===== src/rtl/rss_pkg.sv =====
package rss_pkg;

    typedef enum logic [3:0] {
        F_SYNC, F_PRE, F_PULSE, F_SRST, F_RST, F_RSTR, F_RLR,
        F_LEAD, F_TRAIL, F_LRCLK, F_CLK, F_CALD, F_CALW
    } field_e;

    localparam int NF = 13;

    typedef enum logic [3:0] {
        ST_IDLE, ST_SYNC, ST_PRE, ST_S, ST_SGAP, ST_RST1, ST_RGAP, ST_R,
        ST_LRGAP, ST_LEAD, ST_RST2, ST_TRAIL, ST_CGAP, ST_CLK
    } state_e;

    typedef enum logic [1:0] {
        CAL_OFF, CAL_WAIT, CAL_ON
    } cal_e;

    // which timing field sets the length of a row-chain segment
    function automatic field_e seg_field(state_e s);
        field_e f;
        unique case (s)
            ST_SYNC:  f = F_SYNC;
            ST_PRE:   f = F_PRE;
            ST_S:     f = F_PULSE;
            ST_SGAP:  f = F_SRST;
            ST_RST1:  f = F_RST;
            ST_RGAP:  f = F_RSTR;
            ST_R:     f = F_PULSE;
            ST_LRGAP: f = F_RLR;
            ST_LEAD:  f = F_LEAD;
            ST_RST2:  f = F_RST;
            ST_TRAIL: f = F_TRAIL;
            ST_CGAP:  f = F_LRCLK;
            ST_CLK:   f = F_CLK;
            default:  f = F_SYNC;
        endcase
        return f;
    endfunction

endpackage


===== src/rtl/rss_seg_timer.sv =====
module rss_seg_timer #(
    parameter int CW = 8
) (
    input  logic          clk,
    input  logic          rst_n,
    input  logic          load,
    input  logic [CW-1:0] len,
    output logic          expired
);

    logic [CW-1:0] cnt;

    always_ff @(posedge clk or negedge rst_n) begin
        if (!rst_n) begin
            cnt <= '0;
        end else if (load) begin
            cnt <= len - CW'(1);
        end else if (cnt != '0) begin
            cnt <= cnt - CW'(1);
        end
    end

    assign expired = (cnt == '0);

    // settings are validated before use, so no zero-length segment is loaded
    a_r11_len_nonzero: assert property (@(posedge clk) disable iff (!rst_n)
        load |-> (len != '0));

endmodule


===== src/rtl/rss_cfg_check.sv =====
module rss_cfg_check #(
    parameter int NF = 13,
    parameter int CW = 8,
    parameter int RW = 8
) (
    input  logic [NF-1:0][CW-1:0] fields,
    input  logic [RW-1:0]         rows,
    output logic                  bad
);

    logic [NF-1:0] zero_f;

    for (genvar i = 0; i < NF; i++) begin : g_zero
        assign zero_f[i] = (fields[i] == '0);
    end

    assign bad = (|zero_f) || (rows == '0);

endmodule


===== src/rtl/rss_cal_gen.sv =====
module rss_cal_gen #(
    parameter int CW = 8
) (
    input  logic          clk,
    input  logic          rst_n,
    input  logic          trig,
    input  logic [CW-1:0] dly,
    input  logic [CW-1:0] wid,
    output logic          cal,
    output logic          active
);
    import rss_pkg::*;

    cal_e          cs, cs_nxt;
    logic          t_load;
    logic [CW-1:0] t_len;
    logic          t_exp;

    rss_seg_timer #(.CW(CW)) u_tmr (
        .clk     (clk),
        .rst_n   (rst_n),
        .load    (t_load),
        .len     (t_len),
        .expired (t_exp)
    );

    always_comb begin
        cs_nxt = cs;
        t_load = 1'b0;
        t_len  = dly;
        unique case (cs)
            CAL_OFF: if (trig) begin
                cs_nxt = CAL_WAIT;
                t_load = 1'b1;
                t_len  = dly;
            end
            CAL_WAIT: if (t_exp) begin
                cs_nxt = CAL_ON;
                t_load = 1'b1;
                t_len  = wid;
            end
            CAL_ON: if (t_exp) begin
                cs_nxt = CAL_OFF;
            end
            default: cs_nxt = CAL_OFF;
        endcase
    end

    always_ff @(posedge clk or negedge rst_n) begin
        if (!rst_n) cs <= CAL_OFF;
        else        cs <= cs_nxt;
    end

    always_comb begin
        cal    = (cs == CAL_ON);
        active = (cs != CAL_OFF);
    end

    // one calibration strobe per frame, never retriggered while running
    a_r8_no_retrigger: assert property (@(posedge clk) disable iff (!rst_n)
        trig |-> (cs == CAL_OFF));

endmodule


===== src/rtl/row_strobe_seq.sv =====
module row_strobe_seq
    import rss_pkg::*;
#(
    parameter int CW = 8,
    parameter int RW = 8
) (
    input  logic          clk,
    input  logic          rst_n,
    input  logic          start,
    input  logic [CW-1:0] cfg_sync_w,
    input  logic [CW-1:0] cfg_pre_gap,
    input  logic [CW-1:0] cfg_pulse_w,
    input  logic [CW-1:0] cfg_s_rst_gap,
    input  logic [CW-1:0] cfg_rst_w,
    input  logic [CW-1:0] cfg_rst_r_gap,
    input  logic [CW-1:0] cfg_r_lr_gap,
    input  logic [CW-1:0] cfg_lr_lead,
    input  logic [CW-1:0] cfg_lr_trail,
    input  logic [CW-1:0] cfg_lr_clk_gap,
    input  logic [CW-1:0] cfg_clk_w,
    input  logic [CW-1:0] cfg_cal_dly,
    input  logic [CW-1:0] cfg_cal_w,
    input  logic [RW-1:0] cfg_rows,
    output logic          frame_sync,
    output logic          row_step,
    output logic          sample_pulse,
    output logic          rearm_pulse,
    output logic          pix_reset,
    output logic          side_sel,
    output logic          calib_pulse,
    output logic          row_ready,
    output logic [RW-1:0] row_idx,
    output logic          frame_done,
    output logic          busy,
    output logic          cfg_err
);

    logic [NF-1:0][CW-1:0] cfg_live, cfg_q;
    logic [RW-1:0]         rows_q, row_q;
    state_e                st, st_nxt;
    field_e                fsel;
    logic [CW-1:0]         seg_len;
    logic                  seg_exp, seg_end, adv, go, last_row;
    logic                  cal_trig, cal_active, done_q;

    always_comb begin
        cfg_live[F_SYNC]  = cfg_sync_w;
        cfg_live[F_PRE]   = cfg_pre_gap;
        cfg_live[F_PULSE] = cfg_pulse_w;
        cfg_live[F_SRST]  = cfg_s_rst_gap;
        cfg_live[F_RST]   = cfg_rst_w;
        cfg_live[F_RSTR]  = cfg_rst_r_gap;
        cfg_live[F_RLR]   = cfg_r_lr_gap;
        cfg_live[F_LEAD]  = cfg_lr_lead;
        cfg_live[F_TRAIL] = cfg_lr_trail;
        cfg_live[F_LRCLK] = cfg_lr_clk_gap;
        cfg_live[F_CLK]   = cfg_clk_w;
        cfg_live[F_CALD]  = cfg_cal_dly;
        cfg_live[F_CALW]  = cfg_cal_w;
    end

    rss_cfg_check #(.NF(NF), .CW(CW), .RW(RW)) u_chk (
        .fields (cfg_live),
        .rows   (cfg_rows),
        .bad    (cfg_err)
    );

    assign go       = start && !busy && !cfg_err;
    assign seg_end  = seg_exp && (st != ST_IDLE);
    assign last_row = (row_q == rows_q - RW'(1));

    // next-state selection
    always_comb begin
        st_nxt = st;
        unique case (st)
            ST_IDLE:  if (go)      st_nxt = ST_SYNC;
            ST_SYNC:  if (seg_end) st_nxt = ST_PRE;
            ST_PRE:   if (seg_end) st_nxt = ST_S;
            ST_S:     if (seg_end) st_nxt = ST_SGAP;
            ST_SGAP:  if (seg_end) st_nxt = ST_RST1;
            ST_RST1:  if (seg_end) st_nxt = ST_RGAP;
            ST_RGAP:  if (seg_end) st_nxt = ST_R;
            ST_R:     if (seg_end) st_nxt = ST_LRGAP;
            ST_LRGAP: if (seg_end) st_nxt = ST_LEAD;
            ST_LEAD:  if (seg_end) st_nxt = ST_RST2;
            ST_RST2:  if (seg_end) st_nxt = ST_TRAIL;
            ST_TRAIL: if (seg_end) st_nxt = last_row ? ST_IDLE : ST_CGAP;
            ST_CGAP:  if (seg_end) st_nxt = ST_CLK;
            ST_CLK:   if (seg_end) st_nxt = ST_PRE;
            default:  st_nxt = ST_IDLE;
        endcase
    end

    assign adv     = (st_nxt != st);
    assign fsel    = seg_field(st_nxt);
    assign seg_len = (st == ST_IDLE) ? cfg_live[fsel] : cfg_q[fsel];

    rss_seg_timer #(.CW(CW)) u_seg (
        .clk     (clk),
        .rst_n   (rst_n),
        .load    (adv && (st_nxt != ST_IDLE)),
        .len     (seg_len),
        .expired (seg_exp)
    );

    // state register, settings snapshot, row counter, end-of-frame flag
    always_ff @(posedge clk or negedge rst_n) begin
        if (!rst_n) begin
            st     <= ST_IDLE;
            cfg_q  <= '0;
            rows_q <= '0;
            row_q  <= '0;
            done_q <= 1'b0;
        end else begin
            st     <= st_nxt;
            done_q <= (st == ST_TRAIL) && seg_end && last_row;
            if (go) begin
                cfg_q  <= cfg_live;
                rows_q <= cfg_rows;
                row_q  <= '0;
            end else if ((st == ST_CLK) && seg_end) begin
                row_q <= row_q + RW'(1);
            end
        end
    end

    assign cal_trig = (st == ST_SYNC) && seg_end;

    rss_cal_gen #(.CW(CW)) u_cal (
        .clk    (clk),
        .rst_n  (rst_n),
        .trig   (cal_trig),
        .dly    (cfg_q[F_CALD]),
        .wid    (cfg_q[F_CALW]),
        .cal    (calib_pulse),
        .active (cal_active)
    );

    // output decode
    always_comb begin
        frame_sync   = (st == ST_SYNC);
        sample_pulse = (st == ST_S);
        rearm_pulse  = (st == ST_R);
        pix_reset    = (st == ST_RST1) || (st == ST_RST2);
        side_sel     = (st == ST_LEAD) || (st == ST_RST2) || (st == ST_TRAIL);
        row_step     = (st == ST_CLK);
        row_ready    = (st == ST_TRAIL) && seg_end;
        row_idx      = row_q;
        frame_done   = done_q;
        busy         = (st != ST_IDLE) || cal_active;
    end

    // side select is already high when the second reset rises
    a_r6_lr_leads_rst: assert property (@(posedge clk) disable iff (!rst_n)
        ($rose(pix_reset) && side_sel) |-> $past(side_sel));

    // side select stays high after the second reset falls
    a_r6_lr_trails_rst: assert property (@(posedge clk) disable iff (!rst_n)
        ($fell(pix_reset) && $past(side_sel)) |-> side_sel);

    // row ready only inside the side select window
    a_r9_ready_in_lr: assert property (@(posedge clk) disable iff (!rst_n)
        row_ready |-> side_sel);

    // the frame sync only ever precedes row 0
    a_r2_sync_row0: assert property (@(posedge clk) disable iff (!rst_n)
        frame_sync |-> (row_idx == '0));

    // a start while busy never opens a new frame
    a_r13_no_restart: assert property (@(posedge clk) disable iff (!rst_n)
        (start && busy) |=> !$rose(frame_sync));

    // invalid settings keep the sequencer idle
    a_r11_err_blocks: assert property (@(posedge clk) disable iff (!rst_n)
        (start && cfg_err && !busy) |=> !busy);

    // the end flag comes with all row strobes quiet
    a_r10_done_quiet: assert property (@(posedge clk) disable iff (!rst_n)
        frame_done |-> (!side_sel && !frame_sync && !sample_pulse));

endmodule


===== config.mk =====
export PLATFORM = sky130hd
export DESIGN_NAME = row_strobe_seq
export DESIGN_NICKNAME = d
export VERILOG_FILES = /design/src/rtl/rss_pkg.sv /design/src/rtl/rss_seg_timer.sv /design/src/rtl/rss_cfg_check.sv /design/src/rtl/rss_cal_gen.sv /design/src/rtl/row_strobe_seq.sv
export SDC_FILE = /design/constraint.sdc
export NUM_CORES = 1
export LEC_CHECK = 0
export BUFFER_PORTS_ARGS = -buffer_cell sky130_fd_sc_hd__buf_2
export CORE_MARGIN = 4
export CORE_UTILIZATION = 52
export CTS_CLUSTER_DIAMETER = 80
export CTS_CLUSTER_SIZE = 10
export DETAILED_ROUTE_END_ITERATION = 12
export GPL_ROUTABILITY_DRIVEN = 0
export HOLD_SLACK_MARGIN = 0.05
export PLACE_DENSITY = 0.76
export SETUP_SLACK_MARGIN = 0.3
export SYNTH_ARGS = -nofsm -noshare
export SYNTH_HDL_FRONTEND = slang
export SYNTH_HIERARCHICAL = 1
export SYNTH_SLANG_ARGS = --single-unit

===== constraint.sdc =====
create_clock -name clk -period 4.8 [get_ports clk]
set_input_delay 0.48 -clock clk [delete_from_list [all_inputs] [get_ports clk]]
set_output_delay 0.48 -clock clk [all_outputs]
set_load 0.01 [all_outputs]

After elaboration in Yosys (flattened, before gate mapping):

Memories as Yosys holds them, arrays and structs flattened.
Index checks and enable logic that the tools add are counted.

* bits in registers: 143
* memories kept: 1
* output and inout port bits: 19
* ROM bits: 64

Memories
* (no name shown): words 16, width 4, rd ports 1, clocked after Yosys merged registers in 0, wr ports 0, RTL line rss_pkg.sv:22 `unique case (s)`

* reduce and logical (&&, ||, !) cells: 44
* add/subtract/negate cells: 6
* magnitude comparators: 1
* equal/unequal tests: 20
* muxes and demuxes: 35

Operators with widths (number)
* zero test 8 bit: 16
* 2-to-1 mux 8 bit: 11
* binary-select mux 8 bit (select 4 bit): 2
* 2-to-1 mux 4 bit: 14
* case mux 4 bit (13 select lines): 1
* subtractor 8 x 1 -> 8 bit, second input constant: 5
* == test 4 bit, second input constant: 6
* == test 4 x 3 -> 1 bit, second input constant: 4
* nonzero test 8 bit: 2
* OR reduction 13 bit: 1
* adder 8 x 1 -> 8 bit, second input constant: 1
* == test 4 x 2 -> 1 bit, second input constant: 2
* == test 8 bit: 1
* logical AND 1 bit: 8
* nonzero test 2 bit: 4
* nonzero test 4 bit: 2
* 2-to-1 mux 2 bit: 3
* case mux 2 bit (3 select lines): 1
* logical OR 1 bit: 5
* less-than comparator 4 x 5 -> 1 bit, second input constant: 1
* == test 4 x 1 -> 1 bit, second input constant: 1
* zero test 4 bit: 1
* != test 2 x 1 -> 1 bit, second input constant: 2
* != test 4 bit: 1
* 9 further kinds: 11

Longest topological paths before layout:

Gate-level depths: netlist of the first run.
An unclocked memory read counts as a cell.

* word-level depth: 13
* depth in mapped cells: 26

By module:

Netlist of the first run, hierarchy kept.

Modules (own cells, without submodules)
* row_strobe_seq: seq. area each 3128.0 um^2, cells each 641, instances 1, area an instance 7096.8 um^2
* rss_seg_timer: seq. area each 200.2 um^2, cells each 60, instances 2, area an instance 601.8 um^2
* rss_cfg_check: seq. area each 0.0 um^2, cells each 47, instances 1, area an instance 257.7 um^2
* rss_cal_gen: seq. area each 50.0 um^2, cells each 20, instances 1, area an instance 209.0 um^2

Worst setup path before layout of the first run:

No wires, ideal clock.

* kind: register to register
* from: register st[0]
* to: register u_seg.cnt[4]
* period minus slack after synthesis: 5055 ps
* setup time: 121 ps
* required time: 4679 ps
* stages on the path, launching flop included: 25
* data arrival time: 4934 ps
* slack: -255 ps
* path through: dfrtp_1 clkbuf_1 or3_1 or3_1 nor3b_1 buf_2 nor2b_1 or2_2 ha_1 nor2b_1 mux2_2 a31oi_1 and3_4 buf_6 nor2_4 buf_6 buf_12 mux2_1 a21oi_1 a211oi_2 mux2i_1 ha_1 o21ai_0 xnor2_1 a22o_1

* cells in the longest elaborated chain, start to end: 13
* elaborated cells between the ends (all ways): 47
* those cells by class: add/sub: 1; eq/ne: 14; mux: 20; reduce/logical: 11; memory: 1

RTL lines
* start, declared: RTL line row_strobe_seq.sv:40 `state_e st, st_nxt;`
* start signal, assigned: RTL line row_strobe_seq.sv:115 `st <= st_nxt;`
* nonzero test 4 bit (*): RTL line row_strobe_seq.sv:150 `busy = (st != ST_IDLE) || cal_active;`
* logical OR 1 bit (*): RTL line row_strobe_seq.sv:150
* via busy: RTL line row_strobe_seq.sv:34 `output logic busy,`
* zero test 1 bit (*): RTL line row_strobe_seq.sv:68 `assign go = start && !busy && !cfg_err;`
* logical AND 1 bit (*) (2 in series): RTL line row_strobe_seq.sv:68
* 2-to-1 mux 4 bit (*): RTL line row_strobe_seq.sv:76 `ST_IDLE: if (go) st_nxt = ST_SYNC;`
* case mux 4 bit (13 select lines) (*): RTL line row_strobe_seq.sv:75 `unique case (st)`
* memory read (16 x 4 bit) (*)
* binary-select mux 8 bit (select 4 bit): RTL line row_strobe_seq.sv:96 `assign seg_len = (st == ST_IDLE) ? cfg_live[fsel] : cfg_q[fsel];`
* 2-to-1 mux 8 bit (implied by the code): RTL line row_strobe_seq.sv:96
* 2-to-1 mux 8 bit (*): RTL line row_strobe_seq.sv:96
* via seg_len[0]: RTL line row_strobe_seq.sv:42 `logic [CW-1:0] seg_len;`
* subtractor 8 x 1 -> 8 bit (*): RTL line rss_seg_timer.sv:17 `cnt <= len - CW'(1);`
* 2-to-1 mux 8 bit (*): RTL line rss_seg_timer.sv:16 `end else if (load) begin`
* end signal, assigned: RTL line rss_seg_timer.sv:17
* end signal, assigned: RTL line rss_seg_timer.sv:19 `cnt <= cnt - CW'(1);`
* end, declared: RTL line rss_seg_timer.sv:11 `logic [CW-1:0] cnt;`

Mark *: on every way through the listed nets, which the timed path passes. The rest lies on a longest branch. The select of a mux whose other input is x is not followed.
A chain may end at the register's enable or synchronous reset.

Final worst setup path of the first run:

* from: register u_seg.cnt[0]
* to: register u_seg.cnt[4]

* cells in the longest elaborated chain, start to end: 10
* elaborated cells between the ends (all ways): 30
* those cells by class: add/sub: 2; eq/ne: 1; mux: 20; reduce/logical: 6; memory: 1

RTL lines
* zero test 8 bit (*): RTL line rss_seg_timer.sv:23 `assign expired = (cnt == '0);`
* via seg_exp: RTL line row_strobe_seq.sv:43 `logic seg_exp, seg_end, adv, go, last_row;`
* logical AND 1 bit (*): RTL line row_strobe_seq.sv:69 `assign seg_end = seg_exp && (st != ST_IDLE);`
* 2-to-1 mux 4 bit (tied with other cells): RTL line row_strobe_seq.sv:77, row_strobe_seq.sv:89
* case mux 4 bit (13 select lines) (*): RTL line row_strobe_seq.sv:75
* via st_nxt[2]: RTL line row_strobe_seq.sv:40
* memory read (16 x 4 bit) (*)
* binary-select mux 8 bit (select 4 bit): RTL line row_strobe_seq.sv:96
* 2-to-1 mux 8 bit (implied by the code): RTL line row_strobe_seq.sv:96
* 2-to-1 mux 8 bit (*): RTL line row_strobe_seq.sv:96
* via seg_len[1]: RTL line row_strobe_seq.sv:42
* subtractor 8 x 1 -> 8 bit (*): RTL line rss_seg_timer.sv:17
* 2-to-1 mux 8 bit (*): RTL line rss_seg_timer.sv:16

Marks and branches as above.

==> flow_summary_export.csv, run 1 <==
group,metric,value,unit
outcome,outcome,"finished, final reports clean",
grt,grt_pass1_vias,7637,
yosys,synth_nets,952,
cells_and_area,layout-drive-gt1-share,50.3,%
cells_and_area,fill_cells,1108,
placed_design,hpwl,18100,um
clocking,cts.sinks,143,
clocking,clock_path_buffers,2,
job,drv_cap,0,
routing,met2_length,12800,um
min_path,hold_path.class,"in2async",
routing,remaining_drc_errors,0,
sta,finalMaxSlewViolations,0,
yosys,yosysMostFrequentCell,"dfrtp_1",
routing,wl_met1,10800,um
clocking,root_buffer,"clkbuf_16",
yosys,synth-main-ff-cell,"dfrtp_1",
floorplan,initial_utilization,53.1,%
routing,first_iter_violations,669,
grt,grt.overflow.total,0,
sta,hold_viol,0,
yosys,syn_area,8770,um^2
critical_path,worstPathRequired,5.11,ns
yosys,avgSynthCellArea,10.6,um^2
grt,grt_antenna_before_repair,1,
critical_path,crit_fanout,8,
yosys,yosys_warnings,6,
placed_design,io_buffers,133,
critical_path,cp-end-kind,"flip-flop",
yosys,ys_types,75,
routing,drt-pass1-iter-count,7,
sta,fmax,209,MHz
sta,skew,0.0125,ns
routing,wirelength,27100,um
routing,vias,7874,
routing,highest_layer,"met5",
clocking,path_clk_slew,0.07,ns
sta,min_period_over_period,99.9,%
yosys,yosysTopAreaCell,"dfrtp_1",
power_and_ir_drop,irDropWorstVdd,0.000363,V
routing,post_drt_wl_per_cell,21.0,um
yosys,syn_inst,828,
grt,track_usage,27.4,%
routing,wl_met3,2140,um
clocking,insertion_delay,0.44,ns
clocking,htree_levels,4,
cells_and_area,nets,1179,
critical_path,crit_top_cell,"a211oi_4",
grt,grt_pass1_wl,39800,um
floorplan,rows,47,
yosys,synth_common_cells,"dfrtp_1 (143), mux2_2 (137), nand2_1 (87)",
critical_path,cp.arrival,5.11,ns
yosys,synth_top_cell_area_share,40.8,%
clocking,cts_tree,"yes",
sta,rsz0062_at_grt,"true",
power_and_ir_drop,p_leak,0.00503,uW
sta,setup_ws,0.00448,ns
floorplan,die_h,138,um
cells_and_area,syn_to_final_growth,31.7,%
critical_path,r2r_slack,0.004,ns
yosys,yosysSeqAreaShare,40.8,%
yosys,synth.top_cells.by_area,"dfrtp_1 (41%), mux2_2 (18%), nand2_1 (3.7%)",
sta,slew-limit-headroom,31.5,%
yosys,synth_seq_cells,143,
sta,holdWs,0.148,ns
power_and_ir_drop,power_density,678,nW/um^2
floorplan,coreArea,16500,um^2
cells_and_area,diodes,0,
routing,antenna_left,0,
grt,grt_max_degree,104,
placed_design,place_ws,-0.287,ns
yosys,postSynth.asyncResetShare,100,%
sta,finalWorstPathRequiredPeriod,4.80,ns
floorplan,boundaryPins,134,
sta,tightest_slew,1.03,ns
sta,setup_viol,0,
floorplan,dieArea,19000,um^2
critical_path,path_cells,"or4_4 -> nor2_8 -> buf_6 -> and2_1 -> nand2_1 -> mux2_2 -> a31oi_2 -> a211oi_4 -> nor2_4 -> buf_12 -> buf_16 -> buf_8 -> o21ai_1 -> nor4_2 -> a211oi_4 -> mux2i_1 -> ha_2 -> o21ai_4 -> xnor2_1 -> a22o_1",
critical_path,path_class,"reg2reg",
critical_path,slowest_delay,0.60,ns
routing,via_per_inst,6.11,
floorplan,die_x,138,um
critical_path,cpMaxStageDelayCell,"or4_4",
clocking,cts_buffers,17,
placed_design,dpl-instance-area,10300,um^2
yosys,synth_edf_count,0,
critical_path,startpoint_type,"flip-flop",
cells_and_area,final_cell_area,11500,um^2
[layer usage]
| metal | vias up | global-route usage, % |
|---|---|---|
| met5 | - | 0 |
| met1 | 3881 | 35.4 |
| li1 | 3510 | - |
| met2 | 379 | 43.6 |
| met3 | 102 | 7.30 |
| met4 | 2 | 11.9 |
[cells by family after synthesis]
logic type	count (synthesis)	share of synthesized area, %
XOR/XNOR	31	3.10
adder cells (fa/ha/maj)	10	1.40
AND/OR/NAND/NOR	262	16.9
flip-flops	143	40.8
buffers and inverters	65	4.10
AO/OA/AOI/OAI	145	11.9
multiplexers	172	21.8
[metrics by stage]
step                      setup TNS [ns]  cells  utilization [%]  power (uW)
after floorplan                        0    828                -        4660
after global placement            -0.892   1221             62.3        5560
after detailed placement           -1.22   1221             62.3        5660
after CTS                              0   1274             68.1        7350
after global routing              -0.122   1288             69.9        8220
final                                  0   1288             69.9        7820
[repair_timing]
action,4_1_cts,5_1_grt
hold buffers,0,0
cloned,2,0
endpoints found under the setup margin,6,7
resized for setup,48,45
pin swaps,32,39
setup buffers,19,14
[path summary, 6_finish.rpt]
path / to / cells past startpoint / start
max in group asynchronous: cfg_q[11] / 2 / rst_n
worst max-delay path: u_seg/cnt[4] / 20 / u_seg/cnt[0]
worst min-delay path: cfg_q[29] / 1 / rst_n
worst max register to register: u_seg/cnt[4] / 20 / u_seg/cnt[0]
min in group clk: rows_q[0] / 3 / cfg_rows[0]
worst min register to register: cfg_q[16] / 1 / cfg_q[16]
[sequential cells by signal, summed over array words and instances (netlist names)]
signal	flops
cfg_q	104
frame_done	1
row_idx	8
rows_q	8
st	4
u_cal/cs	2
u_cal/u_tmr/cnt	8
u_seg/cnt	8
[layout make-up]
class / instances / area, um^2 / area share (%)
sequential: 143 / 3580 / 31.0
tap: 220 / 275 / 2.38
clock inverter: 12 / 125 / 1.08
clock buffer: 20 / 447 / 3.87
multi-input combinational: 621 / 5260 / 45.6
timing repair buffer: 260 / 1810 / 15.6
inverter: 12 / 52.6 / 0.455
[placed cells by master (no fill, tap or decap), types with 5 or more instances in the layout]
cell       instances
dfrtp_1          142
mux2_2           135
buf_2            132
buf_4            108
nand2_1           85
nor4_1            30
nor2_1            29
o21ai_0           28
nand4_1           26
mux2i_1           20
a21oi_1           18
clkbuf_16         17
nand3_1           16
xnor2_1           16
xor2_1            14
o21ai_1           12
nor3_1            10
inv_1              9
o21bai_1           8
a21oi_2            8
a211oi_2           8
buf_6              8
nand2b_1           7
mux2_4             7
o21ai_2            7
buf_12             7
nor4_2             6
mux2i_4            5
a211oi_4           5
ha_1               5
or4_4              5
[worst max-delay path: cells and delay by family (launching register included)]
family | cells | cell delay [ns]
xor gates and xnor gates | 1 | 0.16
and+or+nand+nor | 6 | 1.64
buffers and inverters | 4 | 0.54
adders and majority gates | 1 | 0.28
muxes | 2 | 0.48
AOI/OAI and AO/OA | 6 | 1.13
DFF | 1 | 0.40
[where the power goes]
part	internal, uW	switching (uW)
Combinational	2170	2110
Sequential	1790	443
Clock	738	568
Total	4700	3120
No activity file was read; power rests on OpenSTA's default activity.
==> inputs of run 2 (changes only) <==
- ABC_AREA: default -> 1
- HOLD_SLACK_MARGIN: 0.05 -> 0.1
==> flow_summary_export.csv, run 2 <==
group,metric,value,unit
outcome,outcome,"finished, final reports clean",
yosys,syn_area,8740,um^2
yosys,postSynth.asyncResetShare,100,%
yosys,synth-main-ff-cell,"dfrtp_1",
critical_path,slowest_delay,0.29,ns
cells_and_area,layout_common_cells,"nand2_1 (622), dfrtp_1 (143), nand3_1 (140)",
yosys,synth_common_cells,"nand2_1 (625), dfrtp_1 (143), nand3_1 (141)",
critical_path,crit_fanout,16,
grt,track_usage,27.1,%
cells_and_area,fill_cells,1551,
cells_and_area,final_util,61.2,%
cells_and_area,syn_to_final_growth,15.8,%
clocking,cts_buffers,17,
yosys,yosysTopAreaCell,"dfrtp_1",
sta,finalMaxSlewViolations,0,
floorplan,die_h,138,um
cells_and_area,final_common_cell,"nand2_1",
grt,grt_antenna_before_repair,0,
routing,first_iter_violations,902,
grt,grt.overflow.total,0,
grt,grt_pass1_vias,8317,
sta,finalWorstPathRequiredPeriod,4.08,ns
critical_path,cpMaxStageDelayCell,"nand2_2",
yosys,ys_types,37,
floorplan,initial_utilization,52.9,%
cells_and_area,regMostFlops,"cfg_q",
yosys,synth_edf_count,0,
yosys,yosysSeqAreaShare,41.0,%
grt,grt_pass1_wl,40100,um
critical_path,startpoint_type,"input port",
yosys,yosys_warnings,6,
sta,timing.setup.tns,0,ns
sta,rsz0062_at_grt,"false",
cells_and_area,largest_reg_flops,104,
placed_design,hpwl,18100,um
sta,setup_viol,0,
sta,slew-limit-headroom,24.9,%
routing,antenna_left,0,
clocking,htree_levels,4,
critical_path,r2r_cells,26,
critical_path,cp.arrival,4.42,ns
cells_and_area,diodes,0,
routing,remaining_drc_errors,0,
grt,grt_util_met1,35.6,%
critical_path,path_class,"in2reg",
sta,hold_viol,0,
floorplan,boundaryPins,134,
job,drv_cap,0,
cells_and_area,layout-drive-gt1-share,15.5,%
yosys,yosysMostFrequentCell,"nand2_1",
grt,met2_usage,43.8,%
floorplan,dieArea,18900,um^2
floorplan,die_x,138,um
routing,vias,8902,
yosys,syn_inst,1331,
clocking,insertion_delay,0.43,ns
power_and_ir_drop,irDropWorstVdd,0.000338,V
yosys,synth_nets,1455,
clocking,cts.sinks,143,
grt,global_route.peak_usage_layer,"met2",
sta,tightest_slew,1.13,ns
routing,drt-pass1-iter-count,6,
routing,wirelength,25200,um
yosys,synth.top_cells.by_area,"dfrtp_1 (41%), nand2_1 (27%), nand3_1 (8.1%)",
routing,post_drt_wl_per_cell,15.0,um
sta,skew,0.00793,ns
clocking,path_clk_slew,0.06,ns
yosys,avgSynthCellArea,6.56,um^2
critical_path,cp-end-kind,"flip-flop",
sta,fmax,245,MHz
clocking,clock_path_buffers,2,
clocking,root_buffer,"clkbuf_16",
min_path,hold_path.class,"in2async",
placed_design,io_buffers,133,
power_and_ir_drop,p_leak,0.00562,uW
clocking,cts_tree,"yes",
critical_path,crit_top_cell,"nand2_1",
sta,min_period_over_period,85.0,%
critical_path,worstPathRequired,5.14,ns
power_and_ir_drop,power_density,602,nW/um^2
grt,grt_max_degree,108,
cells_and_area,nets,1571,
yosys,synth_seq_cells,143,
routing,via_per_inst,5.30,
grt,grt_use_met3,5.84,%
floorplan,coreArea,16500,um^2
floorplan,rows,47,
yosys,synth_top_cell_area_share,41.0,%
run 2: cell types whose count changed after synthesis, moves of 9 or more:
cell	previous run	this run
nand4_1	26	17
nand3_1	16	141
nor4_1	33	0
nor2_1	29	124
xor2_1	14	1
xnor2_1	17	1
inv_1	11	97
nand2_2	0	18
o21ai_0	41	30
mux2_2	137	0
nand2_1	87	625
mux2i_1	27	0
run 2: cell families (layout without fill, tap and decap cells):
logic type      after synthesis  after routing  synth area share (%)
simple gates                958            958                  45.6
buf+inv                     153            282                  7.59
flops                       143            143                  41.0
compound gates               66             66                  4.31
fa+ha+maj                     9              9                  1.29
xor+xnor                      2              2                 0.201
run 2: power breakdown:
| part | internal, uW | total [uW] | switching, uW |
|---|---|---|---|
| logic | 979 | 2730 | 1750 |
| registers | 1750 | 2110 | 365 |
| clock network | 737 | 1260 | 523 |
run 2: worst paths after layout:
path / from / endpoint / slack (ns)
max in group asynchronous: rst_n / cfg_q[61] / 3.51
min reg2reg: cfg_q[73] / cfg_q[73] / 0.48
max reg2reg: st[0] / u_seg/cnt[4] / 0.72
max: cfg_s_rst_gap[3] / u_seg/cnt[4] / 0.72
min in group clk: cfg_lr_lead[4] / cfg_q[60] / 0.26
min: rst_n / row_idx[3] / 0.18
run 2: metrics by stage:
stage	hold slack [ns]	power, uW	area [um^2]	std cells	setup WS, ns
after floorplan	0.184	4060	8740	1331	1.16
after global placement	0.462	4700	9530	1648	0.531
after detailed placement	0.466	4770	9530	1648	0.404
after CTS	0.231	6060	10100	1680	0.560
after global routing	0.248	6620	10100	1680	0.299
final	0.179	6100	10100	1680	0.718
run 2: final cells by class:
cell class              count  area, um^2  share of cell area, %
multi-input cells        1035        4520                   44.7
repair buffers            148         801                   7.91
flip-flops and latches    143        3580                   35.4
clock buffers              22         464                   4.59
clock inverters            10        88.8                  0.878
well taps                 220         275                   2.72
inverters                 102         387                   3.82
run 2: per-layer routing:
metal	wire length, um	share of wire (%)
met5	0	0
met4	748	3.0
met1	10600	42
met2	11800	47
met3	2010	8.0
run 2: timing repair:
| item | CTS | global route |
|---|---|---|
| setup endpoints to repair | 0 | 7 |
| hold buffers | 0 | 0 |
| gates resized for setup | 0 | 10 |
| setup buffers | 0 | 0 |
run 2: worst max-delay path, delay by kind of cell:
family | cells | cell delay, ns
AOI/OAI and AO/OA | 5 | 0.75
adders and majority gates | 2 | 0.42
buffers and inverters | 5 | 0.74
and+or+nand+nor | 20 | 2.00
==> inputs of run 3 (changes only) <==
- CORE_UTILIZATION: 52 -> 54
- CTS_BUF_LIST: default -> sky130_fd_sc_hd__clkbuf_2
- PLACE_DENSITY: 0.76 -> 0.78
==> flow_summary_export.csv, run 3 (synthesis results as in run 2) <==
group,metric,value,unit
outcome,outcome,"finished, final reports clean",
floorplan,die_h,135,um
routing,remaining_drc_errors,0,
routing,via_per_inst,5.34,
sta,timing.setup.tns,0,ns
power_and_ir_drop,power_density,514,nW/um^2
cells_and_area,layout-drive-gt1-share,14.5,%
clocking,htree_levels,4,
routing,drt-pass1-iter-count,9,
job,drv_cap,0,
cells_and_area,syn_to_final_growth,25.1,%
grt,grt_pass1_wl,44300,um
floorplan,boundaryPins,134,
cells_and_area,final_common_cell,"nand2_1",
clocking,path_clk_slew,0.22,ns
placed_design,hpwl,18400,um
grt,grt.overflow.total,0,
sta,setup_ws,0.555,ns
clocking,cts.sinks,143,
power_and_ir_drop,irDropWorstVdd,0.000236,V
critical_path,cp.arrival,4.91,ns
cells_and_area,regMostFlops,"cfg_q",
floorplan,rows,46,
routing,post_drt_wl_per_cell,15.3,um
cells_and_area,nets,1687,
clocking,post_cts_buffers,0,
critical_path,reg2reg_from,"st[0]",
cells_and_area,largest_reg_flops,104,
clocking,cts_tree,"yes",
sta,skew,0.0360,ns
critical_path,startpoint_type,"input port",
sta,setup_viol,0,
clocking,insertion_delay,0.76,ns
sta,finalWorstPathRequiredPeriod,4.25,ns
critical_path,path_class,"in2reg",
placed_design,dpl-instance-area,9540,um^2
sta,finalMaxSlewViolations,0,
cells_and_area,final_cell_area,10900,um^2
sta,tightest_slew,1.06,ns
min_path,hold_path.class,"in2async",
sta,slew-limit-headroom,29.6,%
critical_path,critPathLaunch,"cfg_lr_lead[3]",
clocking,root_buffer,"clkbuf_2",
placed_design,io_buffers,133,
sta,min_period_over_period,88.4,%
critical_path,crit_fanout,16,
clocking,cts_buffers,17,
placed_design,place_ws,0.394,ns
grt,grt_antenna_before_repair,1,
critical_path,cpMaxStageDelayCell,"dlygate4sd3_1",
floorplan,initial_utilization,55.0,%
critical_path,crit_top_cell,"nand2_1",
critical_path,cp-end-kind,"flip-flop",
floorplan,die_x,135,um
grt,track_usage,30.4,%
grt,grt_pass1_vias,9282,
cells_and_area,fill_cells,1358,
sta,hold_viol,0,
critical_path,worstPathRequired,5.47,ns
floorplan,dieArea,18300,um^2
floorplan,coreArea,15900,um^2
grt,grt_max_degree,114,
routing,antenna_left,0,
routing,first_iter_violations,1014,
clocking,clock_path_buffers,2,
routing,wirelength,27500,um
routing,vias,9575,
cells_and_area,layout_common_cells,"nand2_1 (622), dfrtp_1 (143), nand3_1 (141)",
critical_path,slowest_delay,0.54,ns
sta,rsz0062_at_grt,"false",
sta,fmax,236,MHz
power_and_ir_drop,p_leak,0.00597,uW
## run 3: area by class of cell
cell class                      instances  area (um^2)  share of cell area, %
Multi-Input combinational cell       1035         4520                   41.4
Sequential cell                       143         3580                   32.7
Timing Repair Buffer                  264         1940                   17.8
Inverter                              102          387                   3.54
Tap cell                              216          270                   2.47
Clock inverter                         11          116                   1.06
Clock buffer                           21          105                  0.962
Antenna cell                            2         5.00                 0.0458
## run 3: worst paths after layout
path                            slack [ns]  depth (start not counted)      endpoint
worst max-delay path                  0.55                         33  u_seg/cnt[4]
worst min-delay path                  0.45                          2    row_idx[1]
worst max register to register        0.71                         26  u_seg/cnt[4]
worst min register to register        0.51                          2     cfg_q[72]
max in group asynchronous             3.34                          3     cfg_q[43]
min in group clk                      0.45                          4     cfg_q[33]
## run 3: critical path: cells and delay by family
| family | cells | cell delay, ns |
|---|---|---|
| fa+ha+maj | 2 | 0.42 |
| compound gates | 5 | 0.77 |
| simple gates | 20 | 1.96 |
| buf+inv | 6 | 1.28 |
## run 3: power breakdown
part / internal (uW) / switching (uW)
clock network: 243 / 449
logic: 1040 / 1790
registers: 1730 / 366
## run 3: what timing repair did
item                                    in CTS  in global routing
hold buffers                               113                  0
hold endpoints to repair                   224                  0
endpoints found under the setup margin       0                  5
resized for setup                            0                 10
## run 3: metrics by stage
stage | hold slack (ns) | utilization (%) | total power (uW) | cells
floorplan | 0.184 | - | 4060 | 1331
global placement | 0.462 | 60.1 | 4720 | 1647
detailed placement | 0.465 | 60.1 | 4800 | 1647
CTS | 0.416 | 68.6 | 5570 | 1792
global route | 0.420 | 68.8 | 6110 | 1794
finish | 0.446 | 68.8 | 5620 | 1794
## run 3: routing by layer
layer	global-route usage, %	vias up	wire length (um)
met1	38.7	4394	11000
met5	0	-	0
met4	12.4	0	1000
met3	5.20	86	2130
met2	51.6	483	13400
li1	-	4612	-
